### src/rtl/qwb_pkg.sv
// Shared command encoding for the quad wiper bank.
package qwb_pkg;
    typedef enum logic [1:0] {
        OP_SET_WRITE  = 2'd0,
        OP_SET_TO_WIP = 2'd1,
        OP_WIP_TO_SET = 2'd2,
        OP_STEP       = 2'd3
    } qwb_op_e;
endpackage

### src/rtl/qwb_recall_seq.sv
// Power-up recall sequencer.
// What it does: after reset it walks an index from 0 to NUM_POTS-1, one step
// per cycle, and raises ready once the last index has been served.
// Assumes: NUM_POTS >= 1 and IW is wide enough to hold NUM_POTS-1.
module qwb_recall_seq #(
    parameter int NUM_POTS = 4,
    parameter int IW       = 2
) (
    input  logic          clk,
    input  logic          rst_n,
    output logic          load_en,
    output logic [IW-1:0] load_idx,
    output logic          ready
);
    localparam logic [IW-1:0] LAST = IW'(NUM_POTS - 1);

    // Advance the index each cycle until the last pot is loaded.
    always_ff @(posedge clk) begin
        if (!rst_n) begin
            load_idx <= '0;
            ready    <= 1'b0;
        end else if (!ready) begin
            if (load_idx == LAST) ready <= 1'b1;
            else                  load_idx <= load_idx + 1'b1;
        end
    end

    // A load happens on every cycle before ready.
    assign load_en = !ready;
endmodule

### src/rtl/qwb_nv_timer.sv
// Busy-window timer that models the slow nonvolatile write.
// What it does: a start pulse holds busy high for exactly CYCLES cycles.
// Assumes: the caller never pulses start while busy is high.
module qwb_nv_timer #(
    parameter int CYCLES = 200
) (
    input  logic clk,
    input  logic rst_n,
    input  logic start,
    output logic busy
);
    localparam int CW = $clog2(CYCLES + 1);

    logic [CW-1:0] cnt_q;

    // Load on start, otherwise count down to zero.
    always_ff @(posedge clk) begin
        if (!rst_n)              cnt_q <= '0;
        else if (start)          cnt_q <= CW'(CYCLES);
        else if (cnt_q != '0)    cnt_q <= cnt_q - 1'b1;
    end

    assign busy = (cnt_q != '0);
endmodule

### src/rtl/qwb_wiper_cell.sv
// One volatile wiper register.
// What it does: a parallel load, or a one-tap step that saturates at both ends.
// Assumes: load takes priority over step. The register has no reset, so its
// value is undefined until the recall loads it.
module qwb_wiper_cell #(
    parameter int WIDTH = 8
) (
    input  logic             clk,
    input  logic             load_en,
    input  logic [WIDTH-1:0] load_val,
    input  logic             step_en,
    input  logic             step_up,
    output logic [WIDTH-1:0] wiper
);
    localparam logic [WIDTH-1:0] TOP = '1;

    // Parallel load, or a saturating step of one tap.
    always_ff @(posedge clk) begin
        if (load_en) begin
            wiper <= load_val;
        end else if (step_en) begin
            if (step_up && wiper != TOP)        wiper <= wiper + 1'b1;
            else if (!step_up && wiper != '0)   wiper <= wiper - 1'b1;
        end
    end
endmodule

### src/rtl/quad_wiper_bank.sv
// Quad wiper register bank, the top level.
// What it does: stores NUM_REGS settings per pot, which survive rst_n. It
// decodes the one-cycle commands, runs the recall after reset and drives the
// busy window and the drop flag.
// Assumes: NUM_POTS and NUM_REGS are powers of two, and commands are ignored
// until ready is high.
module quad_wiper_bank #(
    parameter int NUM_POTS    = 4,
    parameter int NUM_REGS    = 4,
    parameter int WIDTH       = 8,
    parameter int BUSY_CYCLES = 200,
    localparam int PW = (NUM_POTS > 1) ? $clog2(NUM_POTS) : 1,
    localparam int RW = (NUM_REGS > 1) ? $clog2(NUM_REGS) : 1
) (
    input  logic                      clk,
    input  logic                      rst_n,
    input  logic                      cmd_valid,
    input  logic [1:0]                cmd_op,
    input  logic [PW-1:0]             cmd_pot,
    input  logic [RW-1:0]             cmd_reg,
    input  logic                      cmd_up,
    input  logic [WIDTH-1:0]          cmd_data,
    output logic [NUM_POTS*WIDTH-1:0] wiper_codes,
    output logic                      ready,
    output logic                      busy,
    output logic                      drop_err
);
    import qwb_pkg::*;

    logic             rec_load;
    logic [PW-1:0]    rec_idx;
    logic             accept;
    logic             set_req;
    logic             set_we;
    logic [WIDTH-1:0] set_wdata;
    logic [WIDTH-1:0] wip_q [NUM_POTS];
    logic [WIDTH-1:0] set_q [NUM_POTS][NUM_REGS];

    qwb_recall_seq #(.NUM_POTS(NUM_POTS), .IW(PW)) u_recall (
        .clk(clk), .rst_n(rst_n),
        .load_en(rec_load), .load_idx(rec_idx), .ready(ready)
    );

    // Command decode: accept only after recall; setting writes are gated by busy.
    always_comb begin
        accept    = cmd_valid && ready;
        set_req   = accept && (cmd_op == OP_SET_WRITE || cmd_op == OP_WIP_TO_SET);
        set_we    = set_req && !busy;
        set_wdata = (cmd_op == OP_SET_WRITE) ? cmd_data : wip_q[cmd_pot];
    end

    qwb_nv_timer #(.CYCLES(BUSY_CYCLES)) u_timer (
        .clk(clk), .rst_n(rst_n), .start(set_we), .busy(busy)
    );

    // Sticky record of a setting write dropped during the busy window.
    always_ff @(posedge clk) begin
        if (!rst_n)        drop_err <= 1'b0;
        else if (set_req && busy) drop_err <= 1'b1;
    end

    generate
        for (genvar p = 0; p < NUM_POTS; p++) begin : g_pot
            logic             ld_en;
            logic [WIDTH-1:0] ld_val;
            logic             st_en;

            // Load from slot 0 during recall, else from the slot the command selects.
            always_comb begin
                ld_en  = (rec_load && rec_idx == PW'(p)) ||
                         (accept && cmd_op == OP_SET_TO_WIP && cmd_pot == PW'(p));
                ld_val = rec_load ? set_q[p][0] : set_q[p][cmd_reg];
                st_en  = accept && cmd_op == OP_STEP && cmd_pot == PW'(p);
            end

            qwb_wiper_cell #(.WIDTH(WIDTH)) u_cell (
                .clk(clk), .load_en(ld_en), .load_val(ld_val),
                .step_en(st_en), .step_up(cmd_up), .wiper(wip_q[p])
            );

            assign wiper_codes[p*WIDTH +: WIDTH] = wip_q[p];

            for (genvar r = 0; r < NUM_REGS; r++) begin : g_slot
                // Setting slot, not reset, so it models nonvolatile storage.
                always_ff @(posedge clk) begin
                    if (set_we && cmd_pot == PW'(p) && cmd_reg == RW'(r))
                        set_q[p][r] <= set_wdata;
                end
            end
        end
    endgenerate
endmodule

### config.mk
export PLATFORM = sky130hd
export DESIGN_NAME = quad_wiper_bank
export DESIGN_NICKNAME = d
export VERILOG_FILES = /design/src/rtl/qwb_pkg.sv /design/src/rtl/qwb_recall_seq.sv /design/src/rtl/qwb_nv_timer.sv /design/src/rtl/qwb_wiper_cell.sv /design/src/rtl/quad_wiper_bank.sv
export SDC_FILE = /design/constraint.sdc
export NUM_CORES = 1
export LEC_CHECK = 0
export CAP_MARGIN = 20
export CORE_MARGIN = 2
export CORE_UTILIZATION = 55
export CTS_CLUSTER_SIZE = 40
export DETAILED_ROUTE_END_ITERATION = 10
export HOLD_SLACK_MARGIN = 0.1
export PLACE_DENSITY = 0.76
export SYNTH_ARGS = -nofsm -noshare
export SYNTH_HDL_FRONTEND = slang
export SYNTH_SLANG_ARGS = --single-unit
export TNS_END_PERCENT = 30
### constraint.sdc
create_clock -name clk -period 2.93 [get_ports clk]
set_input_delay 0.293 -clock clk [delete_from_list [all_inputs] [get_ports clk]]
set_output_delay 0.293 -clock clk [all_outputs]
set_load 0.05 [all_outputs]
== Yosys cells after proc, flatten, opt, wreduce, memory -nomap -nowiden ==
Memory sizes are Yosys's and may differ from the RTL's.
Cells that the tools add are included.

* Register bits: 44
* Memory bits (writable): 128
* Input port bits: 18
* Output and inout bits: 35
* Word-level logic and storage cells: 205
* Memories kept: 1

{| class="wikitable"
|+ Memories
! name !! words !! bits a word !! rd ports !! clocked after Yosys merged registers in !! write ports !! RTL line !! RTL
|-
| set_q || 4 || 32 || 4 || 0 || 1 || quad_wiper_bank.sv:37 || <nowiki>logic [WIDTH-1:0] set_q [NUM_POTS][NUM_REGS];</nowiki>
|}

* Add/sub/neg operators: 10
* Order comparisons: 2
* Equal/unequal tests: 16
* Multiplexer cells: 81
* Bitwise gates (word level): 5
* Reduce and logical (&&, ||, !) cells: 81

{| class="wikitable"
|+ Operator list
! cell !! count
|-
| 8-bit two-way mux || 33
|-
| 32-bit two-way mux || 3
|-
| 32-bit OR reduction || 3
|-
| 8-bit binary-select mux with 2-bit select || 5
|-
| 1-bit logical AND || 46
|-
| 8-bit nonzero test || 5
|-
| 8-bit by 1-bit subtractor with 8-bit output (second input constant) || 5
|-
| 1-bit two-way mux || 34
|-
| 8-bit by 1-bit adder with 8-bit output (second input constant) || 4
|-
| 8-bit inequality test (second input constant) || 4
|-
| 2-bit == test (second input constant) || 8
|-
| 4-bit two-way mux || 3
|-
| 3-bit nonzero test || 4
|-
| 2-bit AND reduction || 5
|-
| 2-bit nonzero test || 5
|-
| 2-bit by 1-bit == test with 1-bit output (second input constant) || 4
|-
| 2-bit logical NOT || 4
|-
| 3-bit greater-or-equal comparator (second input constant) || 2
|-
| 2-bit two-way mux || 3
|-
| 2-bit inverter with 3-bit output || 2
|-
| 1-bit logical OR || 5
|-
| 1-bit logical NOT || 3
|-
| 1-bit inverter || 3
|-
| 2-bit by 1-bit adder with 2-bit output (second input constant) || 1
|-
| 2-bit OR reduction || 1
|}

== Depth between registers and ports, before layout ==
* Word-level depth: 12
* Depth in mapped cells: 8
* Mapped depth without buffers: 8

== By module ==
Synthesis repeated with hierarchy kept, for this count alone.

* Cells, all modules: 681
* Area total of the unflattened synthesis: 8,743.4 um^2

{| class="wikitable"
|+ Modules (own cells, without submodules)
! module !! times used !! cells each !! area an instance (um^2)
|-
| quad_wiper_bank || 1 || 348 || 5,524.0
|-
| qwb_wiper_cell || 4 || 69 || 665.6
|-
| qwb_nv_timer || 1 || 45 || 435.4
|-
| qwb_recall_seq || 1 || 12 || 121.4
|}

== Worst setup path before layout ==
No wires, ideal clock.

* Kind: register to register
* From: register g_pot[1].u_cell.wiper[0]
* To: register g_pot[1].u_cell.wiper[7] (data pin)
* Setup time: 152 ps
* Arrival: 2,767 ps
* Required time: 2,778 ps
* Path slack: 11 ps
* Cell stages (with the launch flop): 8
* Period minus slack after synthesis: 2,919 ps
* Path through: edfxtp_1 > nand4_1 > o21ai_0 > ha_1 > a21oi_1 > a211oi_1 > or3_1 > a31oi_1

* Longest elaborated chain between the ends: 5
* Elaborated cells between the ends (all ways): 8

{| class="wikitable"
|+ RTL lines
! what !! RTL line !! RTL
|-
| start: declaration || qwb_wiper_cell.sv:13 || <nowiki>output logic [WIDTH-1:0] wiper</nowiki>
|-
| start signal: assignment || qwb_wiper_cell.sv:20 || <nowiki>wiper <= load_val;</nowiki>
|-
| start signal: assignment || qwb_wiper_cell.sv:22 || <nowiki>if (step_up && wiper != TOP) wiper <= wiper + 1'b1;</nowiki>
|-
| start signal: assignment || qwb_wiper_cell.sv:23 || <nowiki>else if (!step_up && wiper != '0) wiper <= wiper - 1'b1;</nowiki>
|-
| 8-bit by 1-bit subtractor with 8-bit output or 8-bit inequality test (tied branches) || qwb_wiper_cell.sv:23, qwb_wiper_cell.sv:22 ||
|-
| 8-bit two-way mux or 1-bit logical AND (tied branches) || qwb_wiper_cell.sv:23, qwb_wiper_cell.sv:22 ||
|-
| 8-bit two-way mux (*) || qwb_wiper_cell.sv:22 ||
|-
| 8-bit two-way mux (*) || qwb_wiper_cell.sv:21 || <nowiki>end else if (step_en) begin</nowiki>
|-
| 8-bit two-way mux (*) || qwb_wiper_cell.sv:19 || <nowiki>if (load_en) begin</nowiki>
|}

Mark *: on every way between the ends. The rest lies on a longest branch, timed or not. The select of a mux whose other input is x is not followed.
A chain may end at the register's enable or synchronous reset.

== Worst setup path after layout ==
* From: register g_pot[3].u_cell.wiper[5]
* To: register g_pot[3].u_cell.wiper[5] (data pin)

* Longest elaborated chain between the ends: 5
* Elaborated cells between the ends (all ways): 8

{| class="wikitable"
|+ RTL lines
! what !! RTL line
|-
| start: declaration || qwb_wiper_cell.sv:13
|-
| start signal: assignment || qwb_wiper_cell.sv:20
|-
| start signal: assignment || qwb_wiper_cell.sv:22
|-
| start signal: assignment || qwb_wiper_cell.sv:23
|-
| 8-bit by 1-bit subtractor with 8-bit output or 8-bit inequality test (tied branches) || qwb_wiper_cell.sv:23, qwb_wiper_cell.sv:22
|-
| 8-bit two-way mux or 1-bit logical AND (tied branches) || qwb_wiper_cell.sv:23, qwb_wiper_cell.sv:22
|-
| 8-bit two-way mux (*) || qwb_wiper_cell.sv:22
|-
| 8-bit two-way mux (*) || qwb_wiper_cell.sv:21
|-
| 8-bit two-way mux (*) || qwb_wiper_cell.sv:19
|}

Marks and branches as above.

==> summary.json <==
{
  "finish": {
    "num_antenna_cells": 0,
    "layout.cells.most_common_list": "sky130_fd_sc_hd__edfxtp_1, sky130_fd_sc_hd__clkdlybuf4s50_1, sky130_fd_sc_hd__buf_4",
    "final_net_count": 783,
    "commonest_non_fill_non_tap_cell_in_the_layout": "sky130_fd_sc_hd__edfxtp_1",
    "layout-drive-gt1-share_pct": 17.5,
    "final_non_filler_cell_total": 952,
    "fin_util_pct": 66.8,
    "area_growth_syn_to_layout_pct": 18.7,
    "nFillCells": 1079,
    "finalInstanceArea_um2": 10200
  },
  "synth": {
    "yosysWarnings": 0,
    "synth.yosys.seq_area_share_pct": 58.7,
    "synth_area_per_cell_um2": 13.4,
    "synth_edf_count": 160,
    "async_reset_ff_share_pct": 0,
    "postSynthNetCount": 698,
    "post_synth_inst_count": 643,
    "ys_types": 61,
    "yosys_reg_bits": 172,
    "postSynth.topFlopCell": "sky130_fd_sc_hd__edfxtp_1",
    "mappedNetlistArea_um2": 8590
  },
  "routing": {
    "post_drt_wl_per_cell_um": 21.8,
    "postRouteWirelength_um": 20800,
    "route.detailed.drc": 0,
    "viasPerCell": 6.37,
    "drt_first_iter_violations": 627,
    "drtPass1Iterations": 5,
    "via_count_of_the_routed_design": 6063,
    "antenna_left": 0
  },
  "run_status": {
    "outcome": "complete, no violations"
  },
  "clock_network": {
    "root_buffer": "sky130_fd_sc_hd__clkbuf_16",
    "clock_latency_ps": 430,
    "clk_pin_slew_ps": 60,
    "cts_hold_buffers": 0,
    "tritoncts_clock_tree": "built",
    "numClockSinks": 172,
    "clock_buffer_count_from_cts": 17,
    "postCtsSetupBuffers": 0,
    "cts.htree.levels": 4,
    "cts_buffer_depth": 2
  },
  "placement": {
    "dp_hpwl_um": 14600,
    "routabilityCongestion": 0.868,
    "io_buffer_count": 52,
    "dpl.cell_count": 920,
    "detailed_place.area_um2": 9560
  },
  "global_routing": {
    "wire_length_of_the_first_global_routing_pass_um": 32200,
    "groute.usage.overall_pct": 26.0,
    "grt_max_degree": 36,
    "grt_antenna_before_repair": 1,
    "grt-ovfl-total": 0,
    "first_global_vias": 5828
  },
  "timing": {
    "timing.final.crit_share_pct": 93.9,
    "timing.final.hold_violations": 0,
    "rsz_0062_raised_after_global_routing": "false",
    "final.setup_skew_ps": 8.66,
    "maximum_clock_frequency_mhz": 364,
    "slew_headroom_pct": 45.5,
    "worst-slew-pin-transition_ps": 818,
    "setup_viol_count_final": 0,
    "slew_violations": 0,
    "period_minus_slack_ps": 2750,
    "finalSetupTns_ps": 0
  },
  "die": {
    "die_w_um": 129,
    "pin_count": 53,
    "die-area_um2": 16600,
    "die_height_um": 129,
    "starting_density_of_the_core_pct": 56.3,
    "core.rowCount": 45,
    "core_area_um2": 15300
  },
  "worst_setup_path": {
    "critical_path_class": "register to register",
    "critical_path.max_fanout": 8,
    "timing.critical_path.from_type": "register",
    "critPathBufInv": 0,
    "worst_path_dominant_cell_family": "simple AND/OR/NAND/NOR gates",
    "worst_path_max_delay_cell": "sky130_fd_sc_hd__edfxtp_1",
    "worstPathArrival_ps": 2930,
    "data_required_time_at_the_worst_endpoint_ps": 3110,
    "max_stage_delay_ps": 460,
    "crit_path_frequent_cell": "sky130_fd_sc_hd__a21oi_1",
    "cp_cell_sequence": "nand4_1, or2_2, nand2_1, ha_1, a21oi_1, a21oi_1, or4_1, and3_1",
    "cp-end-kind": "register"
  },
  "run": {
    "maxCapViolations": 0
  },
  "hold_path": {
    "worstHoldPathType": "register to register"
  },
  "pwr": {
    "worst_ir_drop_on_vdd_uv": 475,
    "total_leakage_power_nw": 3.59,
    "report.power.total_mw": 9.55,
    "power.density_nw_per_um2": 936
  }
}
[cell type report]
type                            instances  area [um2]  area share (%)
Inverter                               13        48.8           0.478
Clock buffer                           17         425            4.17
Sequential cell                       172        5040            49.5
Clock inverter                         15         208            2.04
Tap cell                              211         264            2.59
Timing Repair Buffer                   96         848            8.32
Multi-Input combinational cell        428        3360            32.9
[per-layer routing]
layer / vias up / global-route usage [%] / wire, um
met5: - / 0 / 13
met4: 2 / 10.6 / 511
met3: 38 / 5.99 / 1580
met2: 277 / 38.8 / 9370
met1: 2991 / 37.3 / 9280
li1: 2755 / - / -
[Yosys cell counts, drive strengths merged (5+ instances only)]
cell	count	area, um2
nor2	42	158
nand2b	10	65.1
xnor2	15	131
inv	12	45.0
nand3	6	35.0
a221oi	19	166
o21a	6	45.0
ha	33	413
o21ai	25	125
mux2	33	372
a22oi	5	37.5
edfxtp	160	4800
a21oi	41	205
a211oi	21	158
buf	18	98.8
a21o	12	90.1
nor4	12	90.1
clkbuf	12	45.0
a211o	6	52.6
nand2	21	78.8
o211ai	8	60.1
a22o	23	201
mux4	8	180
nor3	10	76.3
dfxtp	12	240
nand4	13	81.3
mux2i	8	80.1
nor2b	7	43.8
[repair_timing]
action | 4_1_cts | 5_1_grt
resized for setup | 0 | 1
setup endpoints to repair | 0 | 1
hold endpoints to repair | 0 | 0
[flip-flops by register name, summed over array words and instances, names as in the netlist]
register and flops:
u_timer.cnt_q 8, g_pot.u_cell.wiper 32, u_recall.ready 1, drop_err 1
u_recall.load_idx 2, set_q 128
[path summary, 6_finish.rpt]
| path | from | to | slack, ps | cells after the start |
|---|---|---|---|---|
| min reg2reg | drop_err$_SDFFE_PN0P_ | drop_err$_SDFFE_PN0P_ | 490 | 2 |
| max reg2reg | g_pot[3].u_cell.wiper[5]$_DFFE_PP_ | g_pot[3].u_cell.wiper[5]$_DFFE_PP_ | 180 | 8 |
| max | g_pot[3].u_cell.wiper[5]$_DFFE_PP_ | g_pot[3].u_cell.wiper[5]$_DFFE_PP_ | 180 | 8 |
| min | drop_err$_SDFFE_PN0P_ | drop_err$_SDFFE_PN0P_ | 490 | 2 |
[power by group]
part / internal [mW] / switching [mW]
combinational: 1.29 / 2.26
sequential: 3.24 / 0.346
clock: 1.44 / 0.965
total: 5.97 / 3.57
[per-stage QoR]
step	setup WS, ps	hold WS, ps
after floorplan	10.8	455
after global placement	178	466
after detailed placement	116	484
after CTS	23.6	498
after global routing	55.8	509
final	179	495
[cell families after synthesis]
logic type      after synthesis  share of synthesized area [%]
buf+inv                      43                           2.24
flops                       172                           58.7
simple gates                134                           8.49
fa+ha+maj                    37                           5.74
mux                          49                           7.35
xor+xnor                     16                           1.63
compound gates              192                           15.8
[worst register-to-register path: cells and delay by family, from the launching register on]
family                   cells  cell delay (ps)
flip-flops                   1              460
adder cells (fa/ha/maj)      1              360
AO/OA/AOI/OAI                2              360
AND/OR/NAND/NOR              5             1320
No activity file was read; power rests on OpenSTA's default activity.
